[config.mk]
export PLATFORM = sky130hd
export DESIGN_NAME = erased_sector_check
export DESIGN_NICKNAME = d
export VERILOG_FILES = /design/src/rtl/ezd_pkg.sv /design/src/rtl/ezd_zero_counter.sv /design/src/rtl/ezd_verdict.sv /design/src/rtl/erased_sector_check.sv
export SDC_FILE = /design/constraint.sdc
export NUM_CORES = 1
export LEC_CHECK = 0
export BUFFER_PORTS_ARGS = -buffer_cell sky130_fd_sc_hd__buf_2
export CORE_UTILIZATION = 55
export CTS_BUF_LIST = sky130_fd_sc_hd__clkbuf_4 sky130_fd_sc_hd__clkbuf_8
export DETAILED_ROUTE_END_ITERATION = 7
export GPL_TIMING_DRIVEN = 0
export HOLD_SLACK_MARGIN = 0.02
export PLACE_DENSITY = 0.77
export SLEW_MARGIN = 20
export SYNTH_ARGS = -nofsm -noshare
export SYNTH_HDL_FRONTEND = slang
export SYNTH_SLANG_ARGS = --single-unit
[constraint.sdc]
create_clock -name clk -period 2.4 [get_ports clk]
set_clock_uncertainty 0.05 [all_clocks]
set_input_delay 0.24 -clock clk [delete_from_list [all_inputs] [get_ports clk]]
set_output_delay 0.24 -clock clk [all_outputs]
set_load 0.005 [all_outputs]
[src/rtl/ezd_pkg.sv]
package ezd_pkg;

    typedef enum logic [1:0] {
        ST_IDLE   = 2'd0,
        ST_COUNT  = 2'd1,
        ST_REPORT = 2'd2
    } ezd_state_e;

endpackage

[src/rtl/ezd_zero_counter.sv]
module ezd_zero_counter #(
    parameter int BYTE_W = 8,
    parameter int LIMIT  = 8,
    parameter int CNT_W  = 4
) (
    input  logic              clk,
    input  logic              rst_n,
    input  logic              clear,
    input  logic              add,
    input  logic [BYTE_W-1:0] din,
    output logic [CNT_W-1:0]  cnt
);
    localparam int SAT   = LIMIT + 1;
    localparam int PW    = $clog2(BYTE_W + 1);
    localparam int SUM_W = $clog2(LIMIT + BYTE_W + 1);

    logic [PW-1:0]    zeros;
    logic [SUM_W-1:0] sum;

    always_comb begin
        zeros = '0;
        for (int i = 0; i < BYTE_W; i++) begin
            zeros = zeros + PW'(~din[i]);
        end
        sum = SUM_W'(cnt) + SUM_W'(zeros);
    end

    always_ff @(posedge clk or negedge rst_n) begin
        if (!rst_n) begin
            cnt <= '0;
        end else if (clear) begin
            cnt <= '0;
        end else if (add && (cnt <= CNT_W'(LIMIT))) begin
            cnt <= (sum > SUM_W'(LIMIT)) ? CNT_W'(SAT) : CNT_W'(sum);
        end
    end

    // once past the limit, the count is frozen until cleared
    a_r2_frozen_past_limit: assert property (@(posedge clk) disable iff (!rst_n)
        (cnt > CNT_W'(LIMIT) && !clear) |=> $stable(cnt));

    // an accumulating byte never makes the count decrease
    a_r1_monotonic: assert property (@(posedge clk) disable iff (!rst_n)
        (add && !clear) |=> (cnt >= $past(cnt)));

endmodule

[src/rtl/ezd_verdict.sv]
module ezd_verdict #(
    parameter int LIMIT = 8,
    parameter int CNT_W = 4
) (
    input  logic [CNT_W-1:0] ecc_cnt,
    input  logic [CNT_W-1:0] data_cnt,
    output logic             erased,
    output logic             fill,
    output logic [CNT_W-1:0] corr
);
    logic [CNT_W:0] total;

    always_comb begin
        total  = {1'b0, ecc_cnt} + {1'b0, data_cnt};
        erased = (total <= (CNT_W+1)'(LIMIT));
        fill   = erased && (data_cnt != '0);
        corr   = erased ? data_cnt : '0;
    end

endmodule

[src/rtl/erased_sector_check.sv]
module erased_sector_check
    import ezd_pkg::*;
#(
    parameter  int BYTE_W = 8,
    parameter  int LIMIT  = 8,
    localparam int CNT_W  = $clog2(LIMIT + 2)
) (
    input  logic              clk,
    input  logic              rst_n,
    input  logic              start_i,
    input  logic              byte_valid_i,
    input  logic [BYTE_W-1:0] byte_i,
    input  logic              byte_ecc_i,
    input  logic              byte_last_i,
    output logic              done_o,
    output logic              erased_o,
    output logic              uncorr_o,
    output logic              fill_req_o,
    output logic [CNT_W-1:0]  corr_cnt_o
);
    localparam int N_REG = 2;   // index 0: data region, index 1: check-byte region

    ezd_state_e       state_q, state_d;
    logic             take;
    logic [CNT_W-1:0] cnt   [N_REG];
    logic             v_erased, v_fill;
    logic [CNT_W-1:0] v_corr;

    assign take = (state_q == ST_COUNT) && byte_valid_i && !start_i;

    for (genvar g = 0; g < N_REG; g++) begin : g_region
        ezd_zero_counter #(
            .BYTE_W (BYTE_W),
            .LIMIT  (LIMIT),
            .CNT_W  (CNT_W)
        ) u_cnt (
            .clk   (clk),
            .rst_n (rst_n),
            .clear (start_i),
            .add   (take && (byte_ecc_i == 1'(g))),
            .din   (byte_i),
            .cnt   (cnt[g])
        );
    end

    ezd_verdict #(
        .LIMIT (LIMIT),
        .CNT_W (CNT_W)
    ) u_verdict (
        .ecc_cnt  (cnt[1]),
        .data_cnt (cnt[0]),
        .erased   (v_erased),
        .fill     (v_fill),
        .corr     (v_corr)
    );

    // next-state logic
    always_comb begin
        state_d = state_q;
        unique case (state_q)
            ST_IDLE:   if (start_i) state_d = ST_COUNT;
            ST_COUNT:  if (start_i) state_d = ST_COUNT;
                       else if (byte_valid_i && byte_last_i) state_d = ST_REPORT;
            ST_REPORT: state_d = start_i ? ST_COUNT : ST_IDLE;
            default:   state_d = ST_IDLE;
        endcase
    end

    // state register
    always_ff @(posedge clk or negedge rst_n) begin
        if (!rst_n) state_q <= ST_IDLE;
        else        state_q <= state_d;
    end

    // outputs
    always_comb begin
        done_o     = 1'b0;
        erased_o   = 1'b0;
        uncorr_o   = 1'b0;
        fill_req_o = 1'b0;
        corr_cnt_o = '0;
        unique case (state_q)
            ST_REPORT: begin
                done_o     = 1'b1;
                erased_o   = v_erased;
                uncorr_o   = !v_erased;
                fill_req_o = v_fill;
                corr_cnt_o = v_corr;
            end
            default: ;
        endcase
    end

    // done is a single-cycle strobe
    a_r7_done_pulse: assert property (@(posedge clk) disable iff (!rst_n)
        done_o |=> !done_o);

    // a captured last byte yields done on the next cycle
    a_r7_done_after_last: assert property (@(posedge clk) disable iff (!rst_n)
        (take && byte_last_i) |=> done_o);

    // exactly one verdict while done
    a_r4_one_verdict: assert property (@(posedge clk) disable iff (!rst_n)
        done_o |-> (erased_o ^ uncorr_o));

    // a fill request only comes with an erased verdict and a nonzero count
    a_r5_fill_needs_erased: assert property (@(posedge clk) disable iff (!rst_n)
        fill_req_o |-> (erased_o && corr_cnt_o != '0));

    // an uncorrectable sector reports no corrected bits
    a_r6_uncorr_zero_count: assert property (@(posedge clk) disable iff (!rst_n)
        uncorr_o |-> (corr_cnt_o == '0));

    // outputs are quiet when no verdict is presented
    a_r7_quiet: assert property (@(posedge clk) disable iff (!rst_n)
        !done_o |-> (!erased_o && !uncorr_o && !fill_req_o && corr_cnt_o == '0));

endmodule

Word level (Yosys, flattened, before mapping)
Cells that the tools add are included.
{ "totals": {"regBits": 10, "in_bits": 14, "output_inout_bits": 8, "word_cells": 63} }
{ "classes": {"addsub": 10, "n_lt_le_gt_ge": 5, "eq_ne": 4, "mux": 17, "bitwise": 9, "n_reduce_logical": 15} }
{ "op_table": {"columns": ["op", "count"], "rows": [
  ["$mux 4", 8],
  ["$not 1->4", 8],
  ["$add 4x4->4", 7],
  ["$add 4x4->5", 3],
  ["$gt 5x4->1 const B", 2],
  ["$le 4x4->1 const B", 2],
  ["$logic_and 1x1->1", 8],
  ["$mux 2", 3],
  ["$pmux 2 s3", 1],
  ["$le 5x4->1 const B", 1],
  ["$mux 1", 5],
  ["$reduce_bool 2->1", 2],
  ["$reduce_bool 4->1", 1],
  ["$ne 3x2->1 const B", 1],
  ["$eq 2x1->1 const B", 1],
  ["$eq 2x2->1 const B", 1],
  ["$logic_not 1->1", 2],
  ["$logic_not 2->1", 1],
  ["$ne 2x2->1 const B", 1],
  ["$reduce_and 2->1", 1],
  ["$not 1->1", 1]
]} }

Depth between registers and ports, before layout
{ "logic_depth": {"word_depth": 13, "mapped_depth": 12, "ltp_nobuf": 12} }

Cells and area by module
From an unflattened synthesis, not the netlist that was laid out.
{ "hier_totals": {"hier_cells": 149, "area_unflattened_um2": 1406.3} }
{ "by_module_without_submodules": {"columns": ["mod", "instances", "cells_each", "area_per_inst_um2", "seq_area_each_um2"], "rows": [
  ["ezd_zero_counter (g_region[0].u_cnt)", 1, 57, 529.3, 100.1],
  ["ezd_zero_counter (g_region[1].u_cnt)", 1, 57, 526.8, 100.1],
  ["ezd_verdict", 1, 19, 193.9, 0.0],
  ["erased_sector_check", 1, 16, 156.4, 50.0]
]} }

Least setup slack after synthesis
No wires, ideal clock.
{ "synth_timing": {"kind": "input -> register", "from": "input port byte_i[0]", "to": "register g_region[1].u_cnt.cnt[0]", "setup_time_ns": 0.129, "arrival_ns": 3.784, "required_time_ns": 2.221, "path_slack_ns": -1.564, "stages": 12, "n_path_buf": 0, "cell_sequence": "fa_1 -> inv_1 -> fa_1 -> fa_1 -> ha_1 -> fa_1 -> inv_1 -> fa_1 -> nor3b_1 -> a21o_1 -> a211oi_1 -> o41a_1"} }
{ "synth_via": {"elab_chain_cells": 13} }
{ "synth_lines": {"columns": ["element", "line", "rtl"], "rows": [
  ["start: declaration", "erased_sector_check.sv:12", "input logic [BYTE_W-1:0] byte_i,"],
  ["$not 1->4 *", "ezd_zero_counter.sv:23", "zeros = zeros + PW'(~din[i]);"],
  ["$add 4x4->4 * (7 in series)", "ezd_zero_counter.sv:23", null],
  ["$add 4x4->5 *", "ezd_zero_counter.sv:25", "sum = SUM_W'(cnt) + SUM_W'(zeros);"],
  ["$gt 5x4->1", "ezd_zero_counter.sv:34", "cnt <= (sum > SUM_W'(LIMIT)) ? CNT_W'(SAT) : CNT_W'(sum);"],
  ["$mux 4 *", "ezd_zero_counter.sv:34", null],
  ["$mux 4 *", "ezd_zero_counter.sv:33", "end else if (add && (cnt <= CNT_W'(LIMIT))) begin"],
  ["$mux 4 *", "ezd_zero_counter.sv:31", "end else if (clear) begin"],
  ["end signal: assignment", "ezd_zero_counter.sv:34", null],
  ["end: declaration", "ezd_zero_counter.sv:11", "output logic [CNT_W-1:0] cnt"]
]} }
Every way passes the cells marked *; elsewhere a longest branch is shown, timed or not. The select of a mux whose other input is x is not followed.
A chain may end at the register's enable or synchronous reset.

Worst setup path after layout
Ends and elaborated chain as after synthesis.

==> PnR_summary.wiki <==
{| class="wikitable"
! Metric !! Value
|-
| Result of the run || finished with violations
|-
| Violations in the final reports || setup timing
|-
| Overall overflow remaining after global route || 0
|-
| Routability congestion estimate from global placement || 0.806
|-
| Placement row count || 16
|-
| Register bit total from synthesis || 10
|-
| Syn Nets || 166
|-
| Number of antenna cells inserted || 0
|-
| Final cycle utilization of the critical path || 1.58
|-
| Highest cell delay on the worst timing path || about 560 ps
|-
| Cell class contributing the biggest share of worst-path delay || adder cells
|-
| Top cells by area in the synthesized netlist || sky130_fd_sc_hd__dfrtp_1 (20%), sky130_fd_sc_hd__ha_1 (15%), sky130_fd_sc_hd__fa_1 (11%), sky130_fd_sc_hd__inv_1 (4.8%), sky130_fd_sc_hd__a21oi_1 (3.6%)
|-
| Initial antenna violation count || 0
|-
| Worst Setup Slack post-DPL || -1750 ps
|-
| Number of warnings issued by yosys || 0
|-
| CTS sink cnt || 10
|-
| Startpoint of the lowest-slack hold path || byte_last_i
|-
| Die boundary width || 49.8 µm
|-
| Total Power Consumption || about 1.1 mW
|-
| Slack of the critical path || -1400 ps
|-
| Via count || 1112
|-
| Area growth from synthesis to final layout || 30.4%
|-
| Number of maximum-capacitance constraint violations || 0
|-
| Sequential share of the synthesized area || 0.199
|-
| CTS tree || yes
|-
| Height of the chip || around 50 µm
|-
| Clock H-tree levels || 1
|-
| Clk Tree Root Cell || sky130_fd_sc_hd__clkbuf_4
|-
| Critical path peak fanout || 3
|-
| Largest vdd supply drop || 0.488 mV
|-
| Part of the power in the clock network || 0.137
|-
| Final Slew Violations || 0
|-
| Fraction of layout instances using a drive strength above 1 || 0.401
|-
| Starting Density || 0.610
|-
| Number of CTS-inserted buffers || 3
|-
| DRC violation total after the first TritonRoute iteration || 17
|-
| Post-synthesis async set-or-reset flop share || 1.00
|-
| Sw frac || 0.427
|-
| Worst Hold Slack || 149 ps
|-
| Buffer and inverter count on the worst path || 3
|-
| Synthesized cell area || 1260 µm²
|-
| Pin count of the biggest net entering global routing || 11
|-
| Number of different library cells in the post-synthesis netlist || 36
|-
| Maximum number of buffers from clock root to sink || 2
|-
| Number of filler instances in the final layout || 131
|-
| Slew HR || 0.766
|-
| Final hold violation count || 0
|-
| Leakage Power || 0.774 nW
|-
| Arrival time of data at the critical path endpoint || 3910 ps
|-
| CP required || 2500 ps
|-
| Detail-routed via count per cell || 5.88
|-
| GRT Resource Usage Total || 0.252
|-
| Slowest cell on the critical path || sky130_fd_sc_hd__fa_2
|-
| Depth of the critical timing path with buffers and inverters included || 13
|-
| Cell internal pwr || 655 µW
|-
| Worst flop-to-flop path endpoint || g_region[1].u_cnt.cnt[0]
|-
| Setup-failing EPs final || 15
|-
| Number of nets still failing antenna checks after routing || 0
|-
| DRT Pass-1 Iters || 6
|-
| Depth of the worst hold-timing path || 2
|-
| Count of mapped cells out of synthesis || 130
|-
| Top FF cell, synth || sky130_fd_sc_hd__dfrtp_1
|-
| Number of placed instances, taps included || 178
|-
| Share of the core filled with cells || 0.796
|-
| Final non-filler cell total || 189
|-
| Setup crit end kind || flip-flop
|-
| Wire length per cell after detailed routing || approximately 16 µm
|-
| Avg Cell Area, Syn || 9.67 µm²
|-
| Slew of the pin with the lowest slew margin || approximately 350 ps
|-
| Worst reg-to-reg setup slack || 190 ps
|-
| Number of nets in the finished design || between 150 and 200
|-
| Element type at the critical path start || input port
|-
| Startpoint of the worst-slack reg-to-reg timing path || g_region[1].u_cnt.cnt[0]
|-
| Clock input transition at the sequential cells of the worst setup and hold paths || 80 ps
|-
| Number of cells on the worst reg-to-reg path || 7
|-
| Hold Crit Class || input port to flip-flop
|-
| Number of synthesized flops with an enable pin || 0
|-
| Clock period minus final worst setup slack || 3800 ps
|-
| Logic gate share of total power || 0.661
|-
| Die Outline Area || 2480 µm²
|-
| Hold Crit Endpoint || state_q[1]
|-
| Reg power frac || 0.202
|-
| Net switching component of the power || roughly 490 µW
|-
| Via count of the first global-routing pass || 1104
|-
| # IOs || 22
|-
| Post-detailed-routing wire length || 2990 µm
|-
| Upper clock frequency limit || 0.263 GHz
|-
| Worst-path cell chain || buf_6 -> fa_1 -> inv_1 -> fa_1 -> fa_1 -> ha_2 -> fa_2 -> inv_2 -> fa_2 -> nor3b_4 -> a21o_1 -> a211oi_2 -> o41a_1
|-
| Global-route wire length before repair || 4670 µm
|-
| Skew-Pair Late Insertion Delay || 270 ps
|-
| Setup CP Type || input port to flip-flop
|-
| RSZ-0062 raised after global routing || yes
|-
| Post-route DRC || 0
|-
| Most Frequent Cell on Critical Path || sky130_fd_sc_hd__fa_1
|-
| Half-perimeter wire length after placement || 2140 µm
|-
| IO buf count || 21
|-
| Final instance area || 1640 µm²
|-
| Pwr per Cell Area || about 700 nW/µm²
|-
| Placeable core region || between 2000 and 2500 µm²
|-
| Setup total negative slack || -12730 ps
|-
| Post-DP Area || between 1000 and 1500 µm²
|-
| Most instantiated cells after synthesis || sky130_fd_sc_hd__inv_1 (16), sky130_fd_sc_hd__ha_1 (15), sky130_fd_sc_hd__dfrtp_1 (10)
|-
| Proportion of netlist area held by the largest area contributor || 0.199
|-
| Leading cell type by number of instances after synthesis || sky130_fd_sc_hd__inv_1
|-
| Dominant cell type by area after synthesis || sky130_fd_sc_hd__dfrtp_1
|}
==> area by class of cell <==
class,instances,area (µm²),area share
multi-input cells,104,1080,0.661
clock buffers,4,36.3,0.0221
repair buffers,28,174,0.106
well taps,27,33.8,0.0206
inverters,16,60.1,0.0366
flip-flops and latches,10,253,0.154
==> layout by cell type (no fill, tap or decap), types with 2 or more instances in the layout <==
cell and instances:
sky130_fd_sc_hd__mux2_4 2, sky130_fd_sc_hd__buf_2 20, sky130_fd_sc_hd__o41a_1 2, sky130_fd_sc_hd__nor2b_1 5
sky130_fd_sc_hd__o31ai_4 3, sky130_fd_sc_hd__a211oi_2 2, sky130_fd_sc_hd__clkbuf_4 3, sky130_fd_sc_hd__and2b_2 2
sky130_fd_sc_hd__xor2_1 2, sky130_fd_sc_hd__nor3_1 3, sky130_fd_sc_hd__o21ai_2 2, sky130_fd_sc_hd__a21o_1 4
sky130_fd_sc_hd__o21ai_0 6, sky130_fd_sc_hd__buf_6 3, sky130_fd_sc_hd__nand3b_1 5, sky130_fd_sc_hd__dfrtp_1 8
sky130_fd_sc_hd__ha_4 2, sky130_fd_sc_hd__nor2_1 2, sky130_fd_sc_hd__ha_1 12, sky130_fd_sc_hd__and4_1 2
sky130_fd_sc_hd__nor4_1 3, sky130_fd_sc_hd__fa_1 4, sky130_fd_sc_hd__dfrtp_2 2, sky130_fd_sc_hd__nand2_1 4
sky130_fd_sc_hd__nand2b_1 5, sky130_fd_sc_hd__buf_4 4, sky130_fd_sc_hd__fa_2 3, sky130_fd_sc_hd__inv_1 15
sky130_fd_sc_hd__a21boi_0 2, sky130_fd_sc_hd__a21oi_1 7
==> state kept, by name, indices dropped and copies added, names as in the netlist <==
register            flops
g_region.u_cnt.cnt      8
state_q                 2
==> worst max-delay path by stage <==
stage	to	slack, ps	from
3_3_place_gp	g_region[1].u_cnt.cnt[0]	-1630	byte_i[0]
4_1_cts	g_region[1].u_cnt.cnt[0]	-1400	byte_i[0]
5_1_grt	g_region[1].u_cnt.cnt[0]	-1500	byte_i[0]
6_report	g_region[1].u_cnt.cnt[0]	-1400	byte_i[0]
2_1_floorplan	g_region[1].u_cnt.cnt[0]	-1400	byte_i[0]
3_5_place_dp	g_region[1].u_cnt.cnt[0]	-1750	byte_i[0]
==> power groups by stage <==
stage	Sequential, mW	Clock, mW	Combinational [mW]
after floorplan	0.219	0	0.422
after global placement	0.229	0	0.509
after detailed placement	0.229	0	0.540
after CTS	0.228	0.158	0.655
after global routing	0.235	0.163	0.821
final	0.231	0.156	0.755
==> kinds of logic (layout without fill, tap and decap cells) <==
logic type	count (synthesis)	after routing	share of synthesized area
XOR/XNOR	4	4	0.0279
AND/OR/NAND/NOR	41	41	0.240
AO/OA/AOI/OAI	34	34	0.198
flip-flops	10	10	0.199
multiplexers	3	3	0.0269
adder cells (fa/ha/maj)	22	22	0.261
buffers and inverters	16	48	0.0478
==> what timing repair did <==
action                                  CTS  global route
buffers inserted                          4             3
endpoints found under the setup margin   15            15
pin swaps                                14            11
endpoints found under the hold margin    10             0
resized for setup                        14            11
hold buffers                              1             0
==> per-layer routing <==
layer / vias up / routed length (µm) / track usage
li1: 536 / - / -
met1: 533 / 1300 / 0.286
met2: 33 / 1510 / 0.437
met3: 10 / 92 / 0.0278
met4: 0 / 87 / 0.171
met5: - / 0 / 0
Power figures use the tool's default switching activity.
